`src/rtl/burst_col_seq_pkg.sv`:
```
package burst_col_seq_pkg;
  typedef enum logic [2:0] {
    LEN_1    = 3'd0,
    LEN_2    = 3'd1,
    LEN_4    = 3'd2,
    LEN_8    = 3'd3,
    LEN_PAGE = 3'd7
  } len_code_e;

  localparam int unsigned CODE_W      = 3;
  localparam int unsigned MAX_BND_LOG = 3;

  typedef struct packed {
    logic fp;
    logic ilv;
  } run_mode_t;
endpackage

```
`src/rtl/sbs_mode_decode.sv`:
```
module sbs_mode_decode
  import burst_col_seq_pkg::*;
#(
  parameter int unsigned COL_W = 8
) (
  input  logic [CODE_W-1:0] code_i,
  input  logic              ilv_i,
  output logic              legal_o,
  output logic              fp_o,
  output logic [COL_W-1:0]  wrap_mask_o
);
  function automatic logic [COL_W-1:0] mask_of(input logic [CODE_W-1:0] c);
    logic [COL_W-1:0] one;
    one = {{(COL_W-1){1'b0}}, 1'b1};
    return (one << c) - one;
  endfunction

  always_comb begin
    fp_o        = (code_i == LEN_PAGE);
    legal_o     = (code_i <= CODE_W'(MAX_BND_LOG)) || (fp_o && !ilv_i);
    wrap_mask_o = fp_o ? {COL_W{1'b1}} : mask_of(code_i);
  end
endmodule

```
`src/rtl/sbs_beat_counter.sv`:
```
module sbs_beat_counter #(
  parameter int unsigned COL_W = 8
) (
  input  logic             clk,
  input  logic             rst_n,
  input  logic             load_i,
  input  logic             kill_i,
  input  logic             final_i,
  output logic             active_o,
  output logic [COL_W-1:0] idx_o
);
  always_ff @(posedge clk or negedge rst_n) begin
    if (!rst_n) begin
      active_o <= 1'b0;
      idx_o    <= '0;
    end else if (load_i) begin
      active_o <= 1'b1;
      idx_o    <= '0;
    end else if (kill_i) begin
      active_o <= 1'b0;
    end else if (active_o) begin
      if (final_i) active_o <= 1'b0;
      else         idx_o    <= idx_o + 1'b1;
    end
  end
endmodule

```
`src/rtl/sbs_col_gen.sv`:
```
module sbs_col_gen #(
  parameter int unsigned COL_W = 8
) (
  input  logic [COL_W-1:0] base_i,
  input  logic [COL_W-1:0] idx_i,
  input  logic [COL_W-1:0] mask_i,
  input  logic             ilv_i,
  output logic [COL_W-1:0] col_o
);
  function automatic logic [COL_W-1:0] seq_col(input logic [COL_W-1:0] b,
                                              input logic [COL_W-1:0] n,
                                              input logic [COL_W-1:0] m);
    return (b & ~m) | ((b + n) & m);
  endfunction

  function automatic logic [COL_W-1:0] ilv_col(input logic [COL_W-1:0] b,
                                              input logic [COL_W-1:0] n,
                                              input logic [COL_W-1:0] m);
    return b ^ (n & m);
  endfunction

  always_comb col_o = ilv_i ? ilv_col(base_i, idx_i, mask_i)
                            : seq_col(base_i, idx_i, mask_i);
endmodule

```
`src/rtl/burst_col_seq.sv`:
```
module burst_col_seq
  import burst_col_seq_pkg::*;
#(
  parameter int unsigned COL_W = 8
) (
  input  logic              clk,
  input  logic              rst_n,
  input  logic              start_i,
  input  logic [COL_W-1:0]  start_col_i,
  input  logic [CODE_W-1:0] len_code_i,
  input  logic              ilv_i,
  input  logic              stop_i,
  output logic [COL_W-1:0]  col_o,
  output logic              beat_vld_o,
  output logic              last_beat_o,
  output logic              mode_err_o
);
  logic             start_ok_w;
  logic             start_fp_w;
  logic [COL_W-1:0] start_mask_w;
  logic             load_w;
  logic             kill_w;
  logic             final_w;
  logic             active_w;
  logic [COL_W-1:0] idx_w;
  logic             fp_run_w;

  logic [COL_W-1:0] base_q;
  logic [COL_W-1:0] mask_q;
  run_mode_t        mode_q;
  logic             err_q;

  sbs_mode_decode #(.COL_W(COL_W)) u_dec (
    .code_i      (len_code_i),
    .ilv_i       (ilv_i),
    .legal_o     (start_ok_w),
    .fp_o        (start_fp_w),
    .wrap_mask_o (start_mask_w)
  );

  assign load_w   = start_i && start_ok_w;
  assign kill_w   = (start_i && !start_ok_w) || stop_i;
  assign fp_run_w = active_w && mode_q.fp;
  assign final_w  = active_w && !mode_q.fp && ((idx_w & mask_q) == mask_q);

  always_ff @(posedge clk or negedge rst_n) begin
    if (!rst_n) begin
      base_q <= '0;
      mask_q <= '0;
      mode_q <= '0;
      err_q  <= 1'b0;
    end else begin
      err_q <= start_i && !start_ok_w;
      if (load_w) begin
        base_q      <= start_col_i;
        mask_q      <= start_mask_w;
        mode_q.fp   <= start_fp_w;
        mode_q.ilv  <= ilv_i;
      end
    end
  end

  sbs_beat_counter #(.COL_W(COL_W)) u_cnt (
    .clk      (clk),
    .rst_n    (rst_n),
    .load_i   (load_w),
    .kill_i   (kill_w),
    .final_i  (final_w),
    .active_o (active_w),
    .idx_o    (idx_w)
  );

  sbs_col_gen #(.COL_W(COL_W)) u_col (
    .base_i (base_q),
    .idx_i  (idx_w),
    .mask_i (mask_q),
    .ilv_i  (mode_q.ilv),
    .col_o  (col_o)
  );

  assign beat_vld_o  = active_w;
  assign last_beat_o = final_w;
  assign mode_err_o  = err_q;
endmodule

```
`config.mk`:
```
export PLATFORM = sky130hd
export DESIGN_NAME = burst_col_seq
export DESIGN_NICKNAME = d
export VERILOG_FILES = /design/src/rtl/burst_col_seq_pkg.sv /design/src/rtl/sbs_mode_decode.sv /design/src/rtl/sbs_beat_counter.sv /design/src/rtl/sbs_col_gen.sv /design/src/rtl/burst_col_seq.sv
export SDC_FILE = /design/constraint.sdc
export NUM_CORES = 1
export LEC_CHECK = 0
export BUFFER_PORTS_ARGS = -buffer_cell sky130_fd_sc_hd__buf_4
export CORE_ASPECT_RATIO = 0.7
export CORE_MARGIN = 1
export CORE_UTILIZATION = 33
export DETAILED_ROUTE_END_ITERATION = 10
export HOLD_SLACK_MARGIN = 0.08
export PLACE_DENSITY = 0.53
export SLEW_MARGIN = 5
export SYNTH_ARGS = -nofsm -noshare
export SYNTH_HDL_FRONTEND = slang
export SYNTH_SLANG_ARGS = --single-unit
```
`constraint.sdc`:
```
create_clock -name clk -period 2.6 [get_ports clk]
set_clock_uncertainty 0.1 [all_clocks]
set_input_delay 0.26 -clock clk [delete_from_list [all_inputs] [get_ports clk]]
set_output_delay 0.26 -clock clk [all_outputs]
set_load 0.02 [all_outputs]
```
==> results of run 1 <==
## worst min path at each step
stage,start,to,slack [ns]
2_1_floorplan,rst_n,base_q[0]$_DFFE_PN0N_,-0.14
3_3_place_gp,rst_n,base_q[4]$_DFFE_PN0N_,0.12
3_5_place_dp,rst_n,base_q[3]$_DFFE_PN0N_,0.11
4_1_cts,ilv_i,mode_q[0]$_DFFE_PN0N_,0.09
5_1_grt,ilv_i,mode_q[0]$_DFFE_PN0N_,0.09
6_report,ilv_i,mode_q[0]$_DFFE_PN0N_,0.11
## layer usage
| metal | global-route usage | vias up |
|---|---|---|
| li1 | - | 846 |
| met1 | 0.289 | 748 |
| met2 | 0.250 | 43 |
| met3 | 0.0333 | 2 |
| met4 | 0.0302 | 0 |
| met5 | 0 | - |
## cell families (layout without fill, tap and decap cells)
group / Yosys count / count (layout) / share of synthesized area
and+or+nand+nor: 74 / 74 / 0.192
muxes: 2 / 2 / 0.0111
DFF: 28 / 28 / 0.389
buffers and inverters: 20 / 66 / 0.0438
AOI/OAI and AO/OA: 68 / 68 / 0.266
adders and majority gates: 10 / 10 / 0.0737
xor gates and xnor gates: 5 / 5 / 0.0243
## through the flow
stage / power (W) / utilization / instance area (sq um)
6_report: 0.00127 / 0.447 / 2350
5_1_grt: 0.00135 / 0.447 / 2350
4_1_cts: 0.00127 / 0.441 / 2320
3_5_place_dp: 0.000887 / 0.401 / 2110
3_3_place_gp: 0.000885 / 0.401 / 2110
2_1_floorplan: 0.000747 / - / 1800
## registers in the layout, summed over array words and instances (netlist names)
signal / cells
mode_err_o: 1
mask_q: 8
base_q: 8
mode_q: 2
u_cnt.idx_o: 8
u_cnt.active_o: 1
## critical path: stages (launching register included)
cell,delay (ns)
dfrtp_2,0.47
ha_4,0.28
a2111o_1,0.43
a21oi_2,0.18
nor4_1,0.08
o21ai_1,0.17
xnor2_1,0.13
buf_4,0.16
## layout make-up
cell class / count / area, sq um / area share
well taps: 72 / 90.1 / 0.0383
multi-input cells: 159 / 1060 / 0.449
inverters: 15 / 56.3 / 0.0239
clock inverters: 1 / 30.0 / 0.0128
clock buffers: 3 / 41.3 / 0.0176
flip-flops and latches: 28 / 703 / 0.299
repair buffers: 47 / 375 / 0.160
## power breakdown
group / leakage [nW] / total, W / internal (W) / switching, W
Sequential: 0.350 / 0.000536 / 0.000477 / 0.0000591
Clock: 0.0357 / 0.000357 / 0.000207 / 0.000151
Combinational: 0.735 / 0.000372 / 0.000175 / 0.000197
## cells in the mapped netlist (5+ instances only)
master,n
nor2_1,12
nand2_1,35
o21ai_0,13
nand3_1,11
o31ai_1,5
a21oi_1,13
inv_1,14
dfrtp_1,28
ha_1,9
## what timing repair did
| action | CTS | global route |
|---|---|---|
| resized for setup | 7 | 3 |
| hold buffers | 9 | 0 |
| buffers inserted | 3 | 3 |
| hold endpoints to repair | 36 | 0 |
| pin swaps | 5 | 4 |
| setup endpoints to repair | 3 | 4 |
==> impl_metrics.yaml, run 1 <==
route:
  drt_pass1_iterations: 4
  maxUsedRoutingLayer: "met4"
  wl_met1_mm: 2.60
  avgViaCountPerCell: 5.04
  wl_met2_mm: 1.86
  detailroute.via_count: 1639
  totalWireLength_mm: 4.78
  ant_nets: 0
  post_drt_wl_per_cell_um: 14.7
  dr_wl_met3_um: 298
  drcViolationCount: 0
  drt_iter0_markers: 104
critical_path:
  endpoint: "col_o[7]"
  required_ns: 2.24
  cp_max_fo: 6
  r2r-end: "u_cnt.idx_o[7]$_DFFE_PN0P_"
  end_kind: "output pin"
  r2r_cells: 6
  crit_type: "flop to output pin"
  start_kind: "flop"
  reg2reg_slack_ns: 0.50
  r2r_start: "u_cnt.idx_o[1]$_DFFE_PN0P_"
  cp_data_arrival_time_ns: 2.18
  startpoint: "u_cnt.idx_o[4]$_DFFE_PN0P_"
place:
  numPortBuffers: 26
  gp_congestion: 0.896
  dp_cells: 306
  hpwl_mm: 3.42
  place_ws_ns: 0.216
min_path:
  holdPathStages: 3
  hold_path_class: "input pin to flop"
sta:
  timing.final.crit_share: 0.976
  rsz0062_at_grt: "yes"
  drv_slew: 0
  hold_viol: 0
  whs_ns: 0.106
  period_minus_slack_ns: 2.54
  fmax_mhz: 394
  setup_violations: 0
  slew_headroom: 0.587
  setup_tns_ns: 0
  setup_slack_ns: 0.0634
  tightestPinTransition_ns: 0.619
clock_tree:
  cts_max_path_buffers: 2
  cts.clk_slew.worst_paths_ns: 0.10
  h-tree-depth: 1
  cts_tree: "done"
  clkSinkCount: 28
  worstSkewPairLatency_ns: 0.28
  ctsRootBufferMaster: "clkbuf_8"
  cts_buffers: 3
power:
  leakagePower_nw: 1.12
  p_per_area_nw_per_um2: 538
  irDropWorstVdd_uv: 194
final_layout:
  fillCellCount: 531
  layout-area-overhead-vs-synth_pct: 30.7
  nets: 280
  final_cells: 325
  drive_gt1_frac: 0.229
  diodes: 0
  layout_commonest_cell: "buf_4"
  layout_common_cells: "buf_4, nand2_1, dfrtp_1"
global_routing:
  grt_overflow: 0
  antenna_found_initial: 0
  grt_pass1_vias: 1554
  grt_start_max_net_pins: 29
  track_usage: 0.181
  grt_pass1_wl_mm: 8.10
synth:
  synth_nets: 233
  synth_area_sq_um: 1800
  synth_top_area_share: 0.389
  synth_seq_cells: 28
  ys_seq_area_frac: 0.389
  synth_cell_types: 49
  syn_inst: 207
  ys_top_cells_by_area: "dfrtp_1, nand2_1, ha_1"
  synth-async-reset-ratio: 1.00
  synth_edf_count: 0
  synth_area_leader_cell: "dfrtp_1"
  synthFlopType: "dfrtp_1"
  syn_area_per_cell_sq_um: 8.69
  synth-warning-count: 0
run_status:
  status: "complete, no violations"
floorplan:
  dieHeight_um: 63.8
  num_rows: 22
  die_w_um: 90.3
  top_level_ports: 27
  dieArea_sq_um: 5760
  core-area_sq_um: 5260
  start_util: 0.342
run:
  cap_violations: 0
Note: power is estimated with default switching activity, not from simulation.
==> run 2: changes to the inputs <==
- BUFFER_PORTS_ARGS: -buffer_cell sky130_fd_sc_hd__buf_4 -> -buffer_cell sky130_fd_sc_hd__buf_2
==> impl_metrics.yaml, run 2 (synthesis gave the netlist of run 1 again) <==
final_layout:
  layout_commonest_cell: "nand2_1"
  register_area_sq_um: 703
  nets: 279
  layout_common_cells: "nand2_1, dfrtp_1, buf_2"
  fillCellCount: 518
  final_cells: 324
  layout-area-overhead-vs-synth_pct: 26.2
  drive_gt1_frac: 0.226
  multi_input_area_sq_um: 1050
  top_regs: "base_q x8, mask_q x8, u_cnt.idx_o x8"
  diodes: 0
  final_area_sq_um: 2270
sta:
  drv_slew: 0
  hold_viol: 0
  whs_ns: 0.0887
  setup_violations: 0
  fmax_mhz: 389
  tightestPinTransition_ns: 0.656
  timing.final.crit_share: 0.990
  setup_tns_ns: 0
  slew_headroom: 0.563
  period_minus_slack_ns: 2.57
  rsz0062_at_grt: "yes"
min_path:
  min-delay-start: "start_col_i[1]"
  hold_path_class: "input pin to flop"
  whs_endpoint: "base_q[1]$_DFFE_PN0N_"
  holdPathStages: 3
global_routing:
  grtUsageMet3: 0.0393
  grt_start_max_net_pins: 29
  antenna_found_initial: 0
  top_usage_layer: "met1"
  grtUsageMet2: 0.240
  grt_pass1_wl_mm: 7.69
  grt_pass1_vias: 1554
  track_usage: 0.173
  grtUsageMet1: 0.266
  grt_overflow: 0
floorplan:
  start_util: 0.342
  num_rows: 22
  die_w_um: 90.3
  dieArea_sq_um: 5760
  core-area_sq_um: 5260
  dieHeight_um: 63.8
  top_level_ports: 27
route:
  drt_iter0_markers: 132
  ant_nets: 0
  avgViaCountPerCell: 5.16
  detailroute.via_count: 1672
  post_drt_wl_per_cell_um: 14.5
  drt_pass1_iterations: 7
  totalWireLength_mm: 4.70
  drcViolationCount: 1
clock_tree:
  worstSkewPairLatency_ns: 0.28
  h-tree-depth: 1
  clkSinkCount: 28
  cts_max_path_buffers: 2
  cts_tree: "done"
  cts.clk_slew.worst_paths_ns: 0.10
  cts_buffers: 3
  ctsRootBufferMaster: "clkbuf_8"
critical_path:
  r2r_start: "u_cnt.idx_o[1]$_DFFE_PN0P_"
  r2r_cells: 6
  cp_max_fo: 2
  cp_data_arrival_time_ns: 2.21
  reg2reg_slack_ns: 0.50
  start_kind: "flop"
  end_kind: "output pin"
  required_ns: 2.24
  crit_type: "flop to output pin"
  r2r-end: "u_cnt.idx_o[7]$_DFFE_PN0P_"
power:
  p_per_area_nw_per_um2: 542
  seq_power_share: 0.434
  p_sw_frac: 0.326
  irDropWorstVdd_uv: 189
  internal_power_w: 0.000830
  pwr-share-comb: 0.277
  clkPwrFrac: 0.289
  p_switching_w: 0.000401
  leakagePower_nw: 1.10
place:
  postPlaceCellArea_sq_um: 2040
  gp_congestion: 0.830
  numPortBuffers: 26
  hpwl_mm: 3.41
  dp_cells: 306
run:
  cap_violations: 0
run_status:
  violations: "design-rule violations"
  status: "complete, but fails checks"
## run 2: cell types whose count changed in the layout (fill, tap and decap cells not counted), sizes merged
| cell | before | now |
|---|---|---|
| dlygate4sd3 | 9 | 8 |
## run 2: worst max path at each step
stage | from | endpoint | slack, ns
floorplan | u_cnt.idx_o[0]$_DFFE_PN0P_ | col_o[6] | 0.07
global placement | base_q[0]$_DFFE_PN0N_ | col_o[6] | 0.24
detailed placement | base_q[0]$_DFFE_PN0N_ | col_o[6] | 0.20
CTS | base_q[0]$_DFFE_PN0N_ | col_o[6] | 0.0007
global route | base_q[0]$_DFFE_PN0N_ | col_o[6] | -0.15
finish | base_q[0]$_DFFE_PN0N_ | col_o[6] | 0.03
## run 2: layout make-up
type | count | area share
Clock buffer | 3 | 0.0182
Clock inverter | 1 | 0.0132
Inverter | 15 | 0.0248
Multi-Input combinational cell | 159 | 0.462
Sequential cell | 28 | 0.310
Tap cell | 72 | 0.0397
Timing Repair Buffer | 46 | 0.132
## run 2: critical path, cell delays in order (launching register included)
cell and delay [ns]:
dfrtp_1 0.37, ha_2 0.19, inv_2 0.04, fa_2 0.35
nor2b_2 0.13, o31a_1 0.18, o22ai_2 0.10, xor2_1 0.15
o31ai_1 0.23, buf_2 0.20
## run 2: power groups by stage
stage	Clock [W]	Combinational [W]	Sequential (W)
2_1_floorplan	0	0.000221	0.000526
3_3_place_gp	0	0.000315	0.000543
3_5_place_dp	0	0.000317	0.000544
4_1_cts	0.000362	0.000335	0.000535
5_1_grt	0.000382	0.000381	0.000543
6_report	0.000356	0.000341	0.000534
## run 2: routing by layer
metal  up-vias  part of all wire
met4         0             0.013
met5         -                 0
met2        47              0.40
li1        841                 -
met1       777              0.51
met3         7             0.076
## run 2: repair_timing
item	CTS	global route
setup endpoints to repair	4	4
gates resized for setup	6	3
hold endpoints to repair	35	0
hold buffers	8	0
pin swaps	1	3
buffers inserted	1	5
## run 2: metrics by stage
step                       util  setup slack (ns)  total power, W
after floorplan               -            0.0699        0.000747
after global placement    0.388             0.242        0.000858
after detailed placement  0.388             0.204        0.000861
after CTS                 0.423          0.000651         0.00123
after global routing      0.432            -0.148         0.00131
final                     0.432            0.0262         0.00123
==> run 3: changes to the inputs <==
- PLACE_DENSITY: 0.53 -> default
- SETUP_SLACK_MARGIN: default -> 0.05
==> impl_metrics.yaml, run 3 (synthesis gave the netlist of run 1 again) <==
floorplan:
  dieHeight_um: 63.8
  top_level_ports: 27
  die_w_um: 90.3
  dieArea_sq_um: 5760
  core-area_sq_um: 5260
  num_rows: 22
  start_util: 0.342
global_routing:
  grt_pass1_wl_mm: 8.30
  antenna_found_initial: 0
  track_usage: 0.184
  grt_pass1_vias: 1659
  grt_start_max_net_pins: 29
  grt_overflow: 0
place:
  numPortBuffers: 26
  dp_cells: 305
  hpwl_mm: 3.42
  gp_congestion: 0.894
critical_path:
  cp_max_fo: 2
  path_buf_inv: 5
  end_kind: "output pin"
  cp_data_arrival_time_ns: 2.26
  required_ns: 2.24
  critPathTopFamily: "buffers and inverters"
  path_cells: "ha_2 -> inv_2 -> fa_2 -> nor2b_4 -> buf_4 -> buf_6 -> buf_4 -> o21ai_2 -> a21oi_2 -> a311o_1 -> buf_6"
  cpMaxStageDelayCell: "dfrtp_1"
  start_kind: "flop"
  r2r_cells: 6
  slowest_delay_ns: 0.40
  path_depth: 11
  crit_type: "flop to output pin"
min_path:
  hold_path_class: "input pin to flop"
  holdPathStages: 3
run_status:
  violations: "negative setup slack"
  status: "complete, but fails checks"
power:
  irDropWorstVdd_uv: 243
  leakagePower_nw: 1.12
  p_per_area_nw_per_um2: 532
  power.total_w: 0.00126
route:
  detailroute.via_count: 1723
  totalWireLength_mm: 5.05
  drt_iter0_markers: 74
  drcViolationCount: 0
  avgViaCountPerCell: 5.22
  drt_pass1_iterations: 4
  ant_nets: 0
  post_drt_wl_per_cell_um: 15.3
clock_tree:
  cts_max_path_buffers: 2
  h-tree-depth: 1
  cts_tree: "done"
  cts.clk_slew.worst_paths_ns: 0.10
  clkSinkCount: 28
  ctsRootBufferMaster: "clkbuf_8"
  cts_buffers: 3
  worstSkewPairLatency_ns: 0.28
run:
  cap_violations: 0
final_layout:
  nets: 285
  diodes: 0
  drive_gt1_frac: 0.271
  layout-area-overhead-vs-synth_pct: 32.0
  layout_common_cells: "nand2_1, buf_2, dfrtp_1"
  fillCellCount: 504
  final_cells: 330
  fin_util: 0.452
  top_regs: "base_q x8, mask_q x8, u_cnt.idx_o x8"
  layout_commonest_cell: "nand2_1"
sta:
  period_minus_slack_ns: 2.62
  setup_slack_ns: -0.0182
  setup_violations: 1
  fmax_mhz: 382
  whs_ns: 0.130
  timing.final.crit_share: 1.01
  tightestPinTransition_ns: 0.659
  drv_slew: 0
  setup_tns_ns: -0.0182
  slew_headroom: 0.561
  rsz0062_at_grt: "yes"
  hold_viol: 0
==> run 3: cell types whose count changed in the layout (fill, tap and decap cells not counted), moves of 2 or more <==
cell,previous run,this run
ha_4,1,3
buf_6,0,2
buf_2,26,24
dfrtp_1,26,23
buf_4,12,17
ha_1,7,4
dfrtp_2,2,5
==> run 3: worst paths after layout <==
check / slack, ns / end / from
worst max-delay path: -0.02 / col_o[4] / u_cnt.idx_o[0]$_DFFE_PN0P_
worst min-delay path: 0.13 / mode_q[0]$_DFFE_PN0N_ / ilv_i
worst max register to register: 0.45 / u_cnt.idx_o[7]$_DFFE_PN0P_ / u_cnt.idx_o[1]$_DFFE_PN0P_
worst min register to register: 0.40 / mode_q[1]$_DFFE_PN0N_ / mode_q[1]$_DFFE_PN0N_
max in group asynchronous: 1.49 / u_cnt.idx_o[5]$_DFFE_PN0P_ / rst_n
min in group asynchronous: 0.43 / base_q[5]$_DFFE_PN0N_ / rst_n
==> run 3: area by class of cell <==
type | count | area (sq um) | share of cell area
Timing Repair Buffer | 52 | 360 | 0.152
Clock buffer | 3 | 41.3 | 0.0174
Inverter | 15 | 56.3 | 0.0237
Clock inverter | 1 | 30.0 | 0.0126
Multi-Input combinational cell | 159 | 1090 | 0.459
Sequential cell | 28 | 707 | 0.298
Tap cell | 72 | 90.1 | 0.0379
==> run 3: power breakdown <==
group	internal [W]	switching, W	leakage, nW	total [W]
sequential	0.000478	0.0000600	0.346	0.000538
clock	0.000206	0.000148	0.0357	0.000354
combinational	0.000166	0.000205	0.742	0.000371
total	0.000850	0.000413	1.12	0.00126
==> run 3: timing repair <==
item | 4_1_cts | 5_1_grt
endpoints found under the hold margin | 36 | 0
endpoints found under the setup margin | 4 | 4
setup buffers | 5 | 7
hold buffers | 9 | 0
resized for setup | 8 | 15
pin swaps | 2 | 7
==> run 3: routing by layer <==
| layer | GRT usage | vias up | part of all wire | wire length, um |
|---|---|---|---|---|
| met5 | 0 | - | 0 | 0 |
| met4 | 0.0423 | 0 | 0.014 | 72 |
| met3 | 0.0429 | 8 | 0.051 | 256 |
| met2 | 0.257 | 43 | 0.42 | 2120 |
| met1 | 0.283 | 819 | 0.51 | 2600 |
| li1 | - | 853 | - | - |
==> run 3: worst register-to-register path: stages, from the launching register on <==
cell and delay, ns:
dfrtp_2 0.46, buf_4 0.16, and2b_1 0.24, a2111oi_4 0.06, a31o_1 0.36, or4_1 0.55, a21oi_1 0.16
==> run 3: through the flow <==
stage	worst slack [ns]	area, sq um
after floorplan	0.0699	1800
after global placement	0.251	2030
after detailed placement	0.205	2030
after CTS	-0.0227	2270
after global routing	-0.104	2370
final	-0.0182	2370
